File: config.mk
export PLATFORM = sky130hd
export DESIGN_NAME = ledseq_ctrl
export DESIGN_NICKNAME = d
export VERILOG_FILES = /design/src/rtl/ledseq_pkg.sv /design/src/rtl/ledseq_divider.sv /design/src/rtl/ledseq_button.sv /design/src/rtl/ledseq_pattern.sv /design/src/rtl/ledseq_idle.sv /design/src/rtl/ledseq_ctrl.sv
export SDC_FILE = /design/constraint.sdc
export NUM_CORES = 1
export LEC_CHECK = 0
export ABC_AREA = 1
export BUFFER_PORTS_ARGS = -buffer_cell sky130_fd_sc_hd__buf_2
export CAP_MARGIN = 25
export CORE_ASPECT_RATIO = 1.25
export CORE_MARGIN = 5
export CORE_UTILIZATION = 50
export DETAILED_ROUTE_END_ITERATION = 10
export GPL_TIMING_DRIVEN = 0
export PLACE_DENSITY = 0.66
export SYNTH_ARGS = -nofsm -noshare
export SYNTH_HDL_FRONTEND = slang
export SYNTH_SLANG_ARGS = --single-unit
File: constraint.sdc
create_clock -name clk -period 2.95 [get_ports clk]
set_input_delay 0 -clock clk [delete_from_list [all_inputs] [get_ports clk]]
set_output_delay 0 -clock clk [all_outputs]
set_load 0.01 [all_outputs]
File: src/rtl/ledseq_pkg.sv
package ledseq_pkg;

    localparam int N_LED = 8;

    typedef enum logic [2:0] {
        M_DARK  = 3'd0,
        M_SOLID = 3'd1,
        M_RIGHT = 3'd2,
        M_LEFT  = 3'd3,
        M_FLASH = 3'd4
    } mode_e;

    typedef struct packed {
        logic [N_LED-1:0] ring;
        logic             phase;
        logic             pwm;
    } pattern_s;

    function automatic mode_e mode_after(input mode_e m);
        case (m)
            M_DARK:  return M_SOLID;
            M_SOLID: return M_RIGHT;
            M_RIGHT: return M_LEFT;
            M_LEFT:  return M_FLASH;
            default: return M_DARK;
        endcase
    endfunction

    function automatic logic is_rotating(input mode_e m);
        return (m == M_RIGHT) || (m == M_LEFT);
    endfunction

    function automatic logic [N_LED-1:0] step_right(input logic [N_LED-1:0] v);
        return {v[0], v[N_LED-1:1]};
    endfunction

    function automatic logic [N_LED-1:0] step_left(input logic [N_LED-1:0] v);
        return {v[N_LED-2:0], v[N_LED-1]};
    endfunction

    function automatic logic [N_LED-1:0] group_mask(input logic odd);
        logic [N_LED-1:0] m;
        for (int i = 0; i < N_LED; i++) m[i] = ((i % 2) == 1) == odd;
        return m;
    endfunction

endpackage

File: src/rtl/ledseq_divider.sv
module ledseq_divider #(
    parameter int DIV = 4
) (
    input  logic clk,
    input  logic rst,
    input  logic clr,
    output logic tick
);
    localparam int CW = (DIV > 1) ? $clog2(DIV) : 1;
    localparam logic [CW-1:0] LAST = CW'(DIV - 1);

    logic [CW-1:0] cnt;

    always_ff @(posedge clk) begin
        if (rst || clr)       cnt <= '0;
        else if (cnt == LAST) cnt <= '0;
        else                  cnt <= cnt + 1'b1;
    end

    assign tick = (cnt == LAST);
endmodule

File: src/rtl/ledseq_button.sv
module ledseq_button #(
    parameter int SAMPLE_DIV = 200000
) (
    input  logic clk,
    input  logic rst,
    input  logic btn,
    output logic sample_tick,
    output logic click
);
    logic [1:0] sync_q;
    logic       held_q;

    ledseq_divider #(.DIV(SAMPLE_DIV)) u_sample (
        .clk (clk),
        .rst (rst),
        .clr (1'b0),
        .tick(sample_tick)
    );

    always_ff @(posedge clk) begin
        if (rst) begin
            sync_q <= '0;
            held_q <= 1'b0;
            click  <= 1'b0;
        end else begin
            sync_q <= {sync_q[0], btn};
            click  <= sample_tick && sync_q[1] && !held_q;
            if (sample_tick) held_q <= sync_q[1];
        end
    end
endmodule

File: src/rtl/ledseq_pattern.sv
module ledseq_pattern
    import ledseq_pkg::*;
#(
    parameter int SLOW_DIV = 20000000,
    parameter int MID_DIV  = 10000000,
    parameter int FAST_DIV = 6666667,
    parameter int PWM_HALF = 25000
) (
    input  logic             clk,
    input  logic             rst,
    input  logic             click,
    input  mode_e            mode,
    input  mode_e            mode_next,
    output logic [N_LED-1:0] led
);
    localparam int N_RATE = 3;
    localparam int RATE_DIV [N_RATE] = '{SLOW_DIV, MID_DIV, FAST_DIV};

    logic [N_RATE-1:0] rate_tick;
    logic              pwm_tick;
    pattern_s          pat_q;

    for (genvar g = 0; g < N_RATE; g++) begin : g_rate
        ledseq_divider #(.DIV(RATE_DIV[g])) u_div (
            .clk (clk),
            .rst (rst),
            .clr (click),
            .tick(rate_tick[g])
        );
    end

    ledseq_divider #(.DIV(PWM_HALF)) u_pwm (
        .clk (clk),
        .rst (rst),
        .clr (click),
        .tick(pwm_tick)
    );

    always_ff @(posedge clk) begin
        if (rst) begin
            pat_q <= '0;
        end else if (click) begin
            if (is_rotating(mode_next)) pat_q.ring <= N_LED'(1);
            pat_q.phase <= 1'b0;
            pat_q.pwm   <= 1'b0;
        end else begin
            if (mode == M_RIGHT && rate_tick[0]) pat_q.ring <= step_right(pat_q.ring);
            if (mode == M_LEFT && rate_tick[1])  pat_q.ring <= step_left(pat_q.ring);
            if (mode == M_FLASH && rate_tick[2]) pat_q.phase <= !pat_q.phase;
            if (pwm_tick) pat_q.pwm <= !pat_q.pwm;
        end
    end

    always_comb begin
        case (mode)
            M_SOLID:        led = '1;
            M_RIGHT,
            M_LEFT:         led = pat_q.ring;
            M_FLASH:        led = pat_q.phase ? (group_mask(1'b1) & {N_LED{pat_q.pwm}})
                                              : group_mask(1'b0);
            default:        led = '0;
        endcase
    end
endmodule

File: src/rtl/ledseq_idle.sv
module ledseq_idle #(
    parameter int IDLE_SAMPLES = 30000
) (
    input  logic clk,
    input  logic rst,
    input  logic is_dark,
    input  logic sample_tick,
    output logic pwr_down
);
    localparam int IW = $clog2(IDLE_SAMPLES + 1);
    localparam logic [IW-1:0] LIMIT = IW'(IDLE_SAMPLES);

    logic [IW-1:0] cnt;

    always_ff @(posedge clk) begin
        if (rst || !is_dark)                 cnt <= '0;
        else if (sample_tick && cnt != LIMIT) cnt <= cnt + 1'b1;
    end

    assign pwr_down = is_dark && (cnt == LIMIT);
endmodule

File: src/rtl/ledseq_ctrl.sv
module ledseq_ctrl
    import ledseq_pkg::*;
#(
    parameter int SAMPLE_DIV   = 200000,
    parameter int SLOW_DIV     = 20000000,
    parameter int MID_DIV      = 10000000,
    parameter int FAST_DIV     = 6666667,
    parameter int PWM_HALF     = 25000,
    parameter int IDLE_SAMPLES = 30000
) (
    input  logic       clk,
    input  logic       rst,
    input  logic       btn,
    output logic [7:0] led,
    output logic       pwr_down
);
    logic  sample_tick;
    logic  click;
    mode_e mode_q;
    mode_e mode_next;

    ledseq_button #(.SAMPLE_DIV(SAMPLE_DIV)) u_button (
        .clk        (clk),
        .rst        (rst),
        .btn        (btn),
        .sample_tick(sample_tick),
        .click      (click)
    );

    assign mode_next = mode_after(mode_q);

    always_ff @(posedge clk) begin
        if (rst)        mode_q <= M_DARK;
        else if (click) mode_q <= mode_next;
    end

    ledseq_pattern #(
        .SLOW_DIV(SLOW_DIV),
        .MID_DIV (MID_DIV),
        .FAST_DIV(FAST_DIV),
        .PWM_HALF(PWM_HALF)
    ) u_pattern (
        .clk      (clk),
        .rst      (rst),
        .click    (click),
        .mode     (mode_q),
        .mode_next(mode_next),
        .led      (led)
    );

    ledseq_idle #(.IDLE_SAMPLES(IDLE_SAMPLES)) u_idle (
        .clk        (clk),
        .rst        (rst),
        .is_dark    (mode_q == M_DARK),
        .sample_tick(sample_tick),
        .pwr_down   (pwr_down)
    );
endmodule

==> results of run 1 <==
-- final timing paths --
path | end | slack [ps] | cells past startpoint
worst max-delay path | led[6] | 890 | 7
worst min-delay path | u_button.sync_q[1]$_SDFF_PP0_ | 350 | 3
worst max register to register | u_pattern.g_rate[1].u_div.cnt[15]$_SDFF_PP0_ | 960 | 10
worst min register to register | u_button.sync_q[1]$_SDFF_PP0_ | 410 | 2
-- cell type report --
cell class,instances,area [um^2],area share (%)
clock buffer,18,439,5.44
timing repair buffer,14,85.1,1.05
multi-input combinational,755,3710,45.9
sequential,137,2740,34.0
inverter,149,559,6.93
tap,175,219,2.71
clock inverter,14,243,3.01
buffer,13,80.1,0.992
-- sequential cells by signal (all words and copies together), names as in the netlist --
register and count:
u_idle.cnt 15, mode_q 3, u_pattern.pat_q 10, u_button.u_sample.cnt 18, u_pattern.u_pwm.cnt 15, u_button.held_q 1, u_pattern.g_rate.u_div.cnt 72, u_button.click 1
u_button.sync_q 2
-- through the flow --
step                      cell area (um^2)  std cells  hold WS, ps
after floorplan                       7090       1054         71.2
after global placement                7360       1240          204
after detailed placement              7360       1240          209
after CTS                             8080       1275          324
after global routing                  8080       1275          387
final                                 8080       1275          348
-- per-layer routing --
| metal | wire length, um | global-route usage (%) |
|---|---|---|
| met2 | 7410 | 33.9 |
| met5 | 0 | 0 |
| met1 | 6800 | 22.4 |
| met4 | 461 | 9.59 |
| met3 | 480 | 4.41 |
-- cell usage after synthesis, types with 7 or more instances --
cell / count / share of area (%)
xnor2_1: 9 / 1.1
nand3_1: 62 / 4.4
buf_2: 8 / 0.56
inv_2: 8 / 0.42
nor2_1: 164 / 8.7
inv_1: 140 / 7.4
nor3_1: 43 / 3.0
or2_2: 7 / 0.62
nand4_1: 31 / 2.7
a21oi_1: 62 / 4.4
nand2_1: 244 / 13
xor2_1: 26 / 3.2
o21ai_0: 30 / 2.1
nor4_1: 11 / 0.97
nor3b_1: 16 / 1.7
ha_1: 8 / 1.4
dfxtp_1: 137 / 39
-- worst max-delay path: cells and delay by family (launching register included) --
kind	cells	cell delay (ps)
buffers and inverters	4	480
AND/OR/NAND/NOR	2	480
flip-flops	1	380
AO/OA/AOI/OAI	1	300
-- power by group --
part	leakage, nW	total (mW)	switching [mW]	internal (mW)
registers	1.11	1.89	0.0171	1.87
clock network	0.324	2.44	0.826	1.61
logic	1.70	0.0820	0.0535	0.0284
-- cells by family (layout without fill, tap and decap cells) --
family,after synthesis,after routing
AOI/OAI and AO/OA,103,103
xor gates and xnor gates,35,35
adders and majority gates,8,8
buffers and inverters,162,208
DFF,137,137
and+or+nand+nor,609,609
-- timing repair --
action / in CTS / in global routing
setup endpoints to repair: 0 / 0
hold buffers: 3 / 0
endpoints found under the hold margin: 8 / 0
==> results.json, run 1 <==
{
  "overflow": 0,
  "yosys.area_share.simple_pct": 39.0,
  "min_path_type": "in2reg",
  "netlist-cell-type-count": 43,
  "syn_area_um2": 7090,
  "tritoncts": "done",
  "cts_root_buffer": "clkbuf_16",
  "synth-edff-count": 0,
  "antenna_found_initial": 0,
  "syn-num-nets": 1065,
  "nFillCells": 1341,
  "rsz0062_at_grt": "no",
  "yosysWarnings": 0,
  "chipWidth_um": 117,
  "dieArea_um2": 16700,
  "syn_to_final_growth_pct": 13.9,
  "synthArstFlopShare_pct": 0,
  "ys_seq_area_share_pct": 38.7,
  "muxShareOfSynthArea_pct": 0,
  "yosys.area_share.xor_xnor_pct": 4.32,
  "netlist_instances": 1054,
  "crit_fanout": 10,
  "drive_above_1_share_pct": 8.27,
  "hpwl_mm": 11.3,
  "p_leak_nw": 3.13,
  "clock_sinks": 137,
  "clkSlewWorstSetupHoldPaths_ps": 60,
  "timing.final.crit_share_pct": 69.9,
  "clk_path_buf_depth": 2,
  "first_iter_violations": 276,
  "startpoint_type": "flop",
  "synth_top_family_by_area": "simple AND/OR/NAND/NOR gates",
  "dr.pass1.iters": 4,
  "grt_pass1_wl_mm": 26.5,
  "crit_slowest_cell": "nor3_4",
  "finalWeightedCongestion": 0.893,
  "routedWlPerCell_um": 11.9,
  "mostFrequentLayoutCells": "nand2_1, nor2_1, inv_1",
  "hp-start": "rst",
  "power_mw": 4.41,
  "drt_wl_total_mm": 15.2,
  "postCtsSetupBuffers": 0,
  "r2r-start": "u_pattern.g_rate[1].u_div.cnt[0]$_SDFF_PP0_",
  "clock_skew_ps": 8.17,
  "grt_pass1_vias": 6086,
  "rows": 48,
  "ir_worst_vdd_v": 0.000414,
  "grt.total_usage_pct": 19.5,
  "relSlewSlack_pct": 53.6,
  "die_h_um": 143,
  "num_io_pins": 12,
  "n_antenna_cell": 0,
  "htreeDepth": 4,
  "final_common_cell": "nand2_1",
  "nets": 1098,
  "synth_compound_area_share_pct": 7.59,
  "avgSynthCellArea_um2": 6.73,
  "min_period_ps": 2060,
  "synth_fa_ha_area_share_pct": 1.41,
  "coreArea_um2": 13900,
  "worst_slack_ps": 887,
  "fin_tns_setup_ps": 0,
  "hold_viol": 0,
  "start_util_pct": 51.1,
  "maxCapViolations": 0,
  "synthFlopType": "dfxtp_1",
  "final_util_pct": 58.2,
  "worstPathArrival_ps": 2060,
  "numCtsBuffers": 17,
  "postRouteAntennaNets": 0,
  "critical_path.cell_chain": "inv_2, nor3_4, inv_1, nand2_1, inv_1, o21ai_0, buf_2",
  "ys_ff_latch": 137,
  "cts_resized": 0,
  "final_max_slew_viol_count": 0,
  "path_class": "reg2out",
  "viasPerCell": 5.05,
  "drc": 0,
  "critPathCaptureType": "primary output",
  "io_buffers": 11,
  "startpoint": "mode_q[0]$_SDFFE_PP0P_",
  "fmaxAchievable_mhz": 485,
  "tightest_slew_ps": 690,
  "required_ps": 2950,
  "outcome": "complete, no violations",
  "crit_top_cell": "inv_1",
  "grt_max_degree": 17,
  "power_per_cell_area_nw_per_um2": 546,
  "clock_latency_ps": 420,
  "setup_viol": 0,
  "dr_total_vias": 6434,
  "cp_slowest_stage_delay_ps": 400,
  "pre_cts_ws_ps": 953
}
Note: power is estimated with default switching activity, not from simulation.
==> run 2: changes to the inputs <==
==> constraint.sdc (replaced) <==
create_clock -name clk -period 2.1 [get_ports clk]
set_input_delay 0 -clock clk [delete_from_list [all_inputs] [get_ports clk]]
set_output_delay 0 -clock clk [all_outputs]
set_load 0.01 [all_outputs]
==> results.json, run 2 (same netlist as run 1, synthesis figures left out) <==
{
  "outcome": "complete, no violations",
  "r2r_setup_slack_ps": 150,
  "nFillCells": 1332,
  "cp_slowest_stage_delay_ps": 350,
  "numCtsBuffers": 17,
  "hpwl_mm": 11.3,
  "drt_wl_total_mm": 15.2,
  "io_buffers": 11,
  "syn_to_final_growth_pct": 14.5,
  "grt_pass1_vias": 6086,
  "finalWeightedCongestion": 0.893,
  "setup_viol": 0,
  "maxCapViolations": 0,
  "tritoncts": "done",
  "critical_path.cell_chain": "ha_1, nand3_1, nor4_1, nand3_1, nor2_2, buf_4, nand2_1, a21oi_1",
  "crit_slowest_cell": "dfxtp_1",
  "clock_sinks": 137,
  "mostFrequentLayoutCells": "nand2_1, nor2_1, inv_1",
  "final_max_slew_viol_count": 0,
  "postRouteAntennaNets": 0,
  "cts_root_buffer": "clkbuf_16",
  "viasPerCell": 5.05,
  "min_period_ps": 1950,
  "regMostFlops": "u_pattern.g_rate.u_div.cnt",
  "crit_top_cell": "nand3_1",
  "clock_latency_ps": 430,
  "relSlewSlack_pct": 54.9,
  "required_ps": 2450,
  "nets": 1100,
  "p_leak_nw": 3.15,
  "min_path_type": "in2reg",
  "largest_reg_flops": 72,
  "critPathCaptureType": "flop",
  "grt_max_degree": 17,
  "overflow": 0,
  "min_to": "u_button.sync_q[1]$_SDFF_PP0_",
  "reg2reg_depth": 8,
  "grt.total_usage_pct": 19.5,
  "crit_fanout": 10,
  "n_antenna_cell": 0,
  "final_common_cell": "nand2_1",
  "reg.largest.list": "u_pattern.g_rate.u_div.cnt x72, u_button.u_sample.cnt x18",
  "power_per_cell_area_nw_per_um2": 763,
  "final_util_pct": 58.5,
  "htreeDepth": 4,
  "r2r_end": "u_idle.cnt[3]$_SDFFE_PP0P_",
  "timing.final.crit_share_pct": 92.9,
  "drc": 0,
  "hold_viol": 0,
  "clkSlewWorstSetupHoldPaths_ps": 60,
  "drive_above_1_share_pct": 8.98,
  "clock_skew_ps": 9.14,
  "coreArea_um2": 13900,
  "fmaxAchievable_mhz": 512,
  "rsz0062_at_grt": "no",
  "start_util_pct": 51.1,
  "dieArea_um2": 16700,
  "die_h_um": 143,
  "num_io_pins": 12,
  "antenna_found_initial": 0,
  "first_iter_violations": 289,
  "dr_total_vias": 6447,
  "rows": 48,
  "clk_path_buf_depth": 2,
  "chipWidth_um": 117,
  "ir_worst_vdd_v": 0.000585,
  "fin_tns_setup_ps": 0,
  "hp-start": "rst",
  "tightest_slew_ps": 670,
  "path_class": "reg2reg",
  "dr.pass1.iters": 4,
  "r2r-start": "u_button.u_sample.cnt[0]$_SDFF_PP0_",
  "worstPathArrival_ps": 2300,
  "grt_pass1_wl_mm": 26.5,
  "startpoint_type": "flop",
  "routedWlPerCell_um": 11.9,
  "hold_depth": 3
}
[run 2: cell count changes in the layout (fill, tap and decap cells not counted), sizes merged]
cell and change:
clkbuf +2
[run 2: power by group]
| group | switching, mW | internal (mW) |
|---|---|---|
| Sequential | 0.0240 | 2.63 |
| Clock | 1.16 | 2.27 |
| Combinational | 0.0755 | 0.0409 |
[run 2: through the flow]
stage / instances / setup WS (ps) / power [mW] / instance area [um^2] / hold slack (ps)
floorplan: 1054 / 421 / 2.78 / 7090 / 71.2
finish: 1277 / 149 / 6.19 / 8120 / 346
global route: 1277 / 7.76 / 6.41 / 8120 / 387
CTS: 1275 / 22.4 / 6.28 / 8080 / 324
detailed placement: 1240 / 103 / 2.82 / 7360 / 209
global placement: 1240 / 87.5 / 2.82 / 7360 / 204
[run 2: timing repair]
item,CTS,global route
hold buffers,3,0
setup endpoints to repair,0,38
endpoints found under the hold margin,8,0
buffers inserted,0,2
gates resized for setup,0,8
[run 2: how the worst max path moves through the flow]
stage	from	end	slack, ps	cells after the start
floorplan	u_pattern.g_rate[1].u_div.cnt[0]$_SDFF_PP0_	u_pattern.pat_q[3]$_SDFFE_PP0P_	420	11
global placement	u_pattern.g_rate[1].u_div.cnt[0]$_SDFF_PP0_	u_pattern.g_rate[1].u_div.cnt[18]$_SDFF_PP0_	90	10
detailed placement	u_pattern.g_rate[1].u_div.cnt[0]$_SDFF_PP0_	u_pattern.g_rate[1].u_div.cnt[15]$_SDFF_PP0_	100	10
CTS	mode_q[0]$_SDFFE_PP0P_	led[6]	20	7
global route	mode_q[2]$_SDFFE_PP0P_	led[5]	8	8
finish	u_button.u_sample.cnt[0]$_SDFF_PP0_	u_idle.cnt[3]$_SDFFE_PP0P_	150	8
[run 2: per-layer routing]
metal	wire (um)	share of wire [%]	GRT usage, %
met4	470	3.1	9.59
met2	7450	49	33.9
met1	6750	45	22.4
met3	497	3.3	4.41
met5	0	0	0
[run 2: final cells by class]
cell class	instances	area (um^2)	share of cell area (%)
multi-input cells	755	3730	45.9
flip-flops and latches	137	2740	33.8
inverters	149	559	6.89
clock buffers	18	439	5.41
clock inverters	14	243	2.99
well taps	175	219	2.70
repair buffers	16	100	1.23
plain buffers	13	85.1	1.05
[run 2: critical path: cells and delay by family, from the launching register on]
family	cells	cell delay, ps
buffers and inverters	1	240
DFF	1	350
AOI/OAI and AO/OA	1	140
adders and majority gates	1	190
and+or+nand+nor	5	960
==> run 3: changes to the inputs <==
--- a/config.mk
+++ b/config.mk
@@ -5,7 +5,6 @@
 export SDC_FILE = /design/constraint.sdc
 export NUM_CORES = 1
 export LEC_CHECK = 0
-export ABC_AREA = 1
 export BUFFER_PORTS_ARGS = -buffer_cell sky130_fd_sc_hd__buf_2
 export CAP_MARGIN = 25
 export CORE_ASPECT_RATIO = 1.25
==> results.json, run 3 <==
{
  "cts_root_buffer": "clkbuf_16",
  "outcome": "complete, no violations",
  "critical_path.cell_chain": "inv_1, ha_1, nor4bb_4, nand4_1, nor4_2, buf_2",
  "synth_compound_area_share_pct": 7.57,
  "postRouteAntennaNets": 0,
  "ys_seq_area_share_pct": 42.3,
  "critPathCaptureType": "primary output",
  "muxShareOfSynthArea_pct": 1.68,
  "path_buf_inv": 2,
  "crit_fanout": 5,
  "synthFlopType": "dfxtp_1",
  "final_util_pct": 59.1,
  "clock_latency_ps": 420,
  "crit_slowest_cell": "nor4_2",
  "min_period_ps": 2040,
  "placed_cell_area_um2": 6740,
  "busiest_layer": "met2",
  "start_util_pct": 50.9,
  "mostFrequentLayoutCells": "dfxtp_1, nor2_1, nand3_1",
  "rows": 46,
  "ys_top_cells_by_count": "dfxtp_1, nor2_1, nand3_1, xnor2_1, a21oi_1",
  "tightest_slew_ps": 536,
  "first_iter_violations": 378,
  "ys_top_cells_by_area": "dfxtp_1, nor2_1, xnor2_1",
  "r2r-start": "u_pattern.g_rate[0].u_div.cnt[20]$_SDFF_PP0_",
  "final_common_cell": "dfxtp_1",
  "met3_usage_pct": 4.66,
  "reg.largest.list": "u_pattern.g_rate.u_div.cnt x72, u_button.u_sample.cnt x18",
  "required_ps": 2100,
  "netlist-cell-type-count": 49,
  "tritoncts": "done",
  "relSlewSlack_pct": 64.1,
  "num_io_pins": 12,
  "yosys.area_share.xor_xnor_pct": 11.9,
  "hold_viol": 0,
  "clock_sinks": 137,
  "power_mw": 5.71,
  "coreArea_um2": 12700,
  "overflow": 0,
  "cp_slowest_stage_delay_ps": 410,
  "grt.total_usage_pct": 18.9,
  "startpoint": "u_idle.cnt[0]$_SDFFE_PP0P_",
  "synth_fa_ha_area_share_pct": 1.55,
  "hpwl_mm": 9.83,
  "clk_path_buf_depth": 2,
  "dr.pass1.iters": 5,
  "fmaxAchievable_mhz": 491,
  "grt_pass1_vias": 5338,
  "min_path_type": "in2reg",
  "grt_use_met1_pct": 20.7,
  "ys_ff_latch": 137,
  "yosysTopAreaCell": "dfxtp_1",
  "clock_skew_ps": 5.87,
  "avgSynthCellArea_um2": 8.47,
  "clkSlewWorstSetupHoldPaths_ps": 60,
  "syn-num-nets": 776,
  "htreeDepth": 4,
  "routedWlPerCell_um": 14.3,
  "synth_top_family_by_area": "simple AND/OR/NAND/NOR gates",
  "yosysWarnings": 0,
  "fin_tns_setup_ps": 0,
  "synth_most_common_cell": "dfxtp_1",
  "fin_area_um2": 7520,
  "maxCapViolations": 0,
  "power_per_cell_area_nw_per_um2": 759,
  "grt_max_degree": 17,
  "io_buffers": 11,
  "largest_reg_flops": 72,
  "regMostFlops": "u_pattern.g_rate.u_div.cnt",
  "timing.final.crit_share_pct": 97.0,
  "nets": 809,
  "dr_total_vias": 5510,
  "synthArstFlopShare_pct": 0,
  "path_class": "reg2out",
  "syn_to_final_growth_pct": 16.1,
  "setup_viol": 0,
  "rsz0062_at_grt": "yes",
  "crit_family": "simple AND/OR/NAND/NOR gates",
  "drive_above_1_share_pct": 12.8,
  "n_antenna_cell": 0,
  "final_max_slew_viol_count": 0,
  "syn_area_um2": 6480,
  "chipWidth_um": 112,
  "drc": 0,
  "synth-edff-count": 0,
  "whs_ps": 141,
  "dieArea_um2": 15300,
  "worstPathArrival_ps": 2040,
  "ir_worst_vdd_v": 0.000474,
  "startpoint_type": "flop",
  "p_leak_nw": 2.55,
  "die_h_um": 137,
  "netlist_instances": 765,
  "synth_top_area_share_pct": 42.3,
  "viasPerCell": 5.63,
  "antenna_found_initial": 0,
  "drt_wl_total_mm": 14.0,
  "hp-start": "rst",
  "grt_pass1_wl_mm": 23.9,
  "numCtsBuffers": 17,
  "yosys.area_share.simple_pct": 31.9,
  "gr-usage-met2_pct": 34.1,
  "finalWeightedCongestion": 0.823
}
==> run 3: cells by family (layout without fill, tap and decap cells) <==
group                      after synthesis  after routing
and+or+nand+nor                        386            386
DFF                                    137            137
xor gates and xnor gates                88             88
AOI/OAI and AO/OA                       86             86
buffers and inverters                   50             96
muxes                                   10             10
adders and majority gates                8              8
==> run 3: routing by layer <==
layer	share of wire, %	wire length (um)
met5	0	0
met3	4.1	579
met4	2.6	358
met2	51	7120
met1	42	5950
==> run 3: final timing paths <==
| check | endpoint | slack, ps | cells after the start |
|---|---|---|---|
| worst max-delay path | pwr_down | 60 | 6 |
| worst min-delay path | u_idle.cnt[4]$_SDFFE_PP0P_ | 140 | 4 |
| worst max register to register | u_pattern.pat_q[2]$_SDFFE_PP0P_ | 70 | 5 |
| worst min register to register | u_button.sync_q[1]$_SDFF_PP0_ | 440 | 1 |
==> run 3: timing repair <==
action                     4_1_cts  5_1_grt
resized for setup               18       21
setup endpoints to repair       60       75
setup buffers                    4        0
hold buffers                     1        0
hold endpoints to repair         1        0
pin swaps                        2        6
==> run 3: power breakdown <==
| group | total, mW | switching [mW] | internal [mW] |
|---|---|---|---|
| Clock | 2.91 | 1.07 | 1.84 |
| Sequential | 2.66 | 0.0301 | 2.63 |
| Combinational | 0.135 | 0.0891 | 0.0460 |
==> run 3: worst register-to-register path: cells and delay by family, from the launching register on <==
kind / cells / cell delay, ps
flip-flops: 1 / 400
AO/OA/AOI/OAI: 2 / 530
AND/OR/NAND/NOR: 2 / 610
multiplexers: 1 / 380
==> run 3: area by class of cell <==
cell class                      instances  area, um^2
Multi-Input combinational cell        578        3670
Buffer                                 26         121
Fill cell                            1118        5200
Tap cell                              168         210
Clock inverter                          7        62.6
Timing Repair Buffer                   16        95.1
Sequential cell                       137        2750
Inverter                               22        82.6
Clock buffer                           25         526
==> run 3: stage by stage <==
stage,setup WS (ps),std cells
4_1_cts,-0.841,981
3_3_place_gp,-203,944
2_1_floorplan,150,765
3_5_place_dp,-215,944
5_1_grt,-26.5,979
6_report,63.7,979
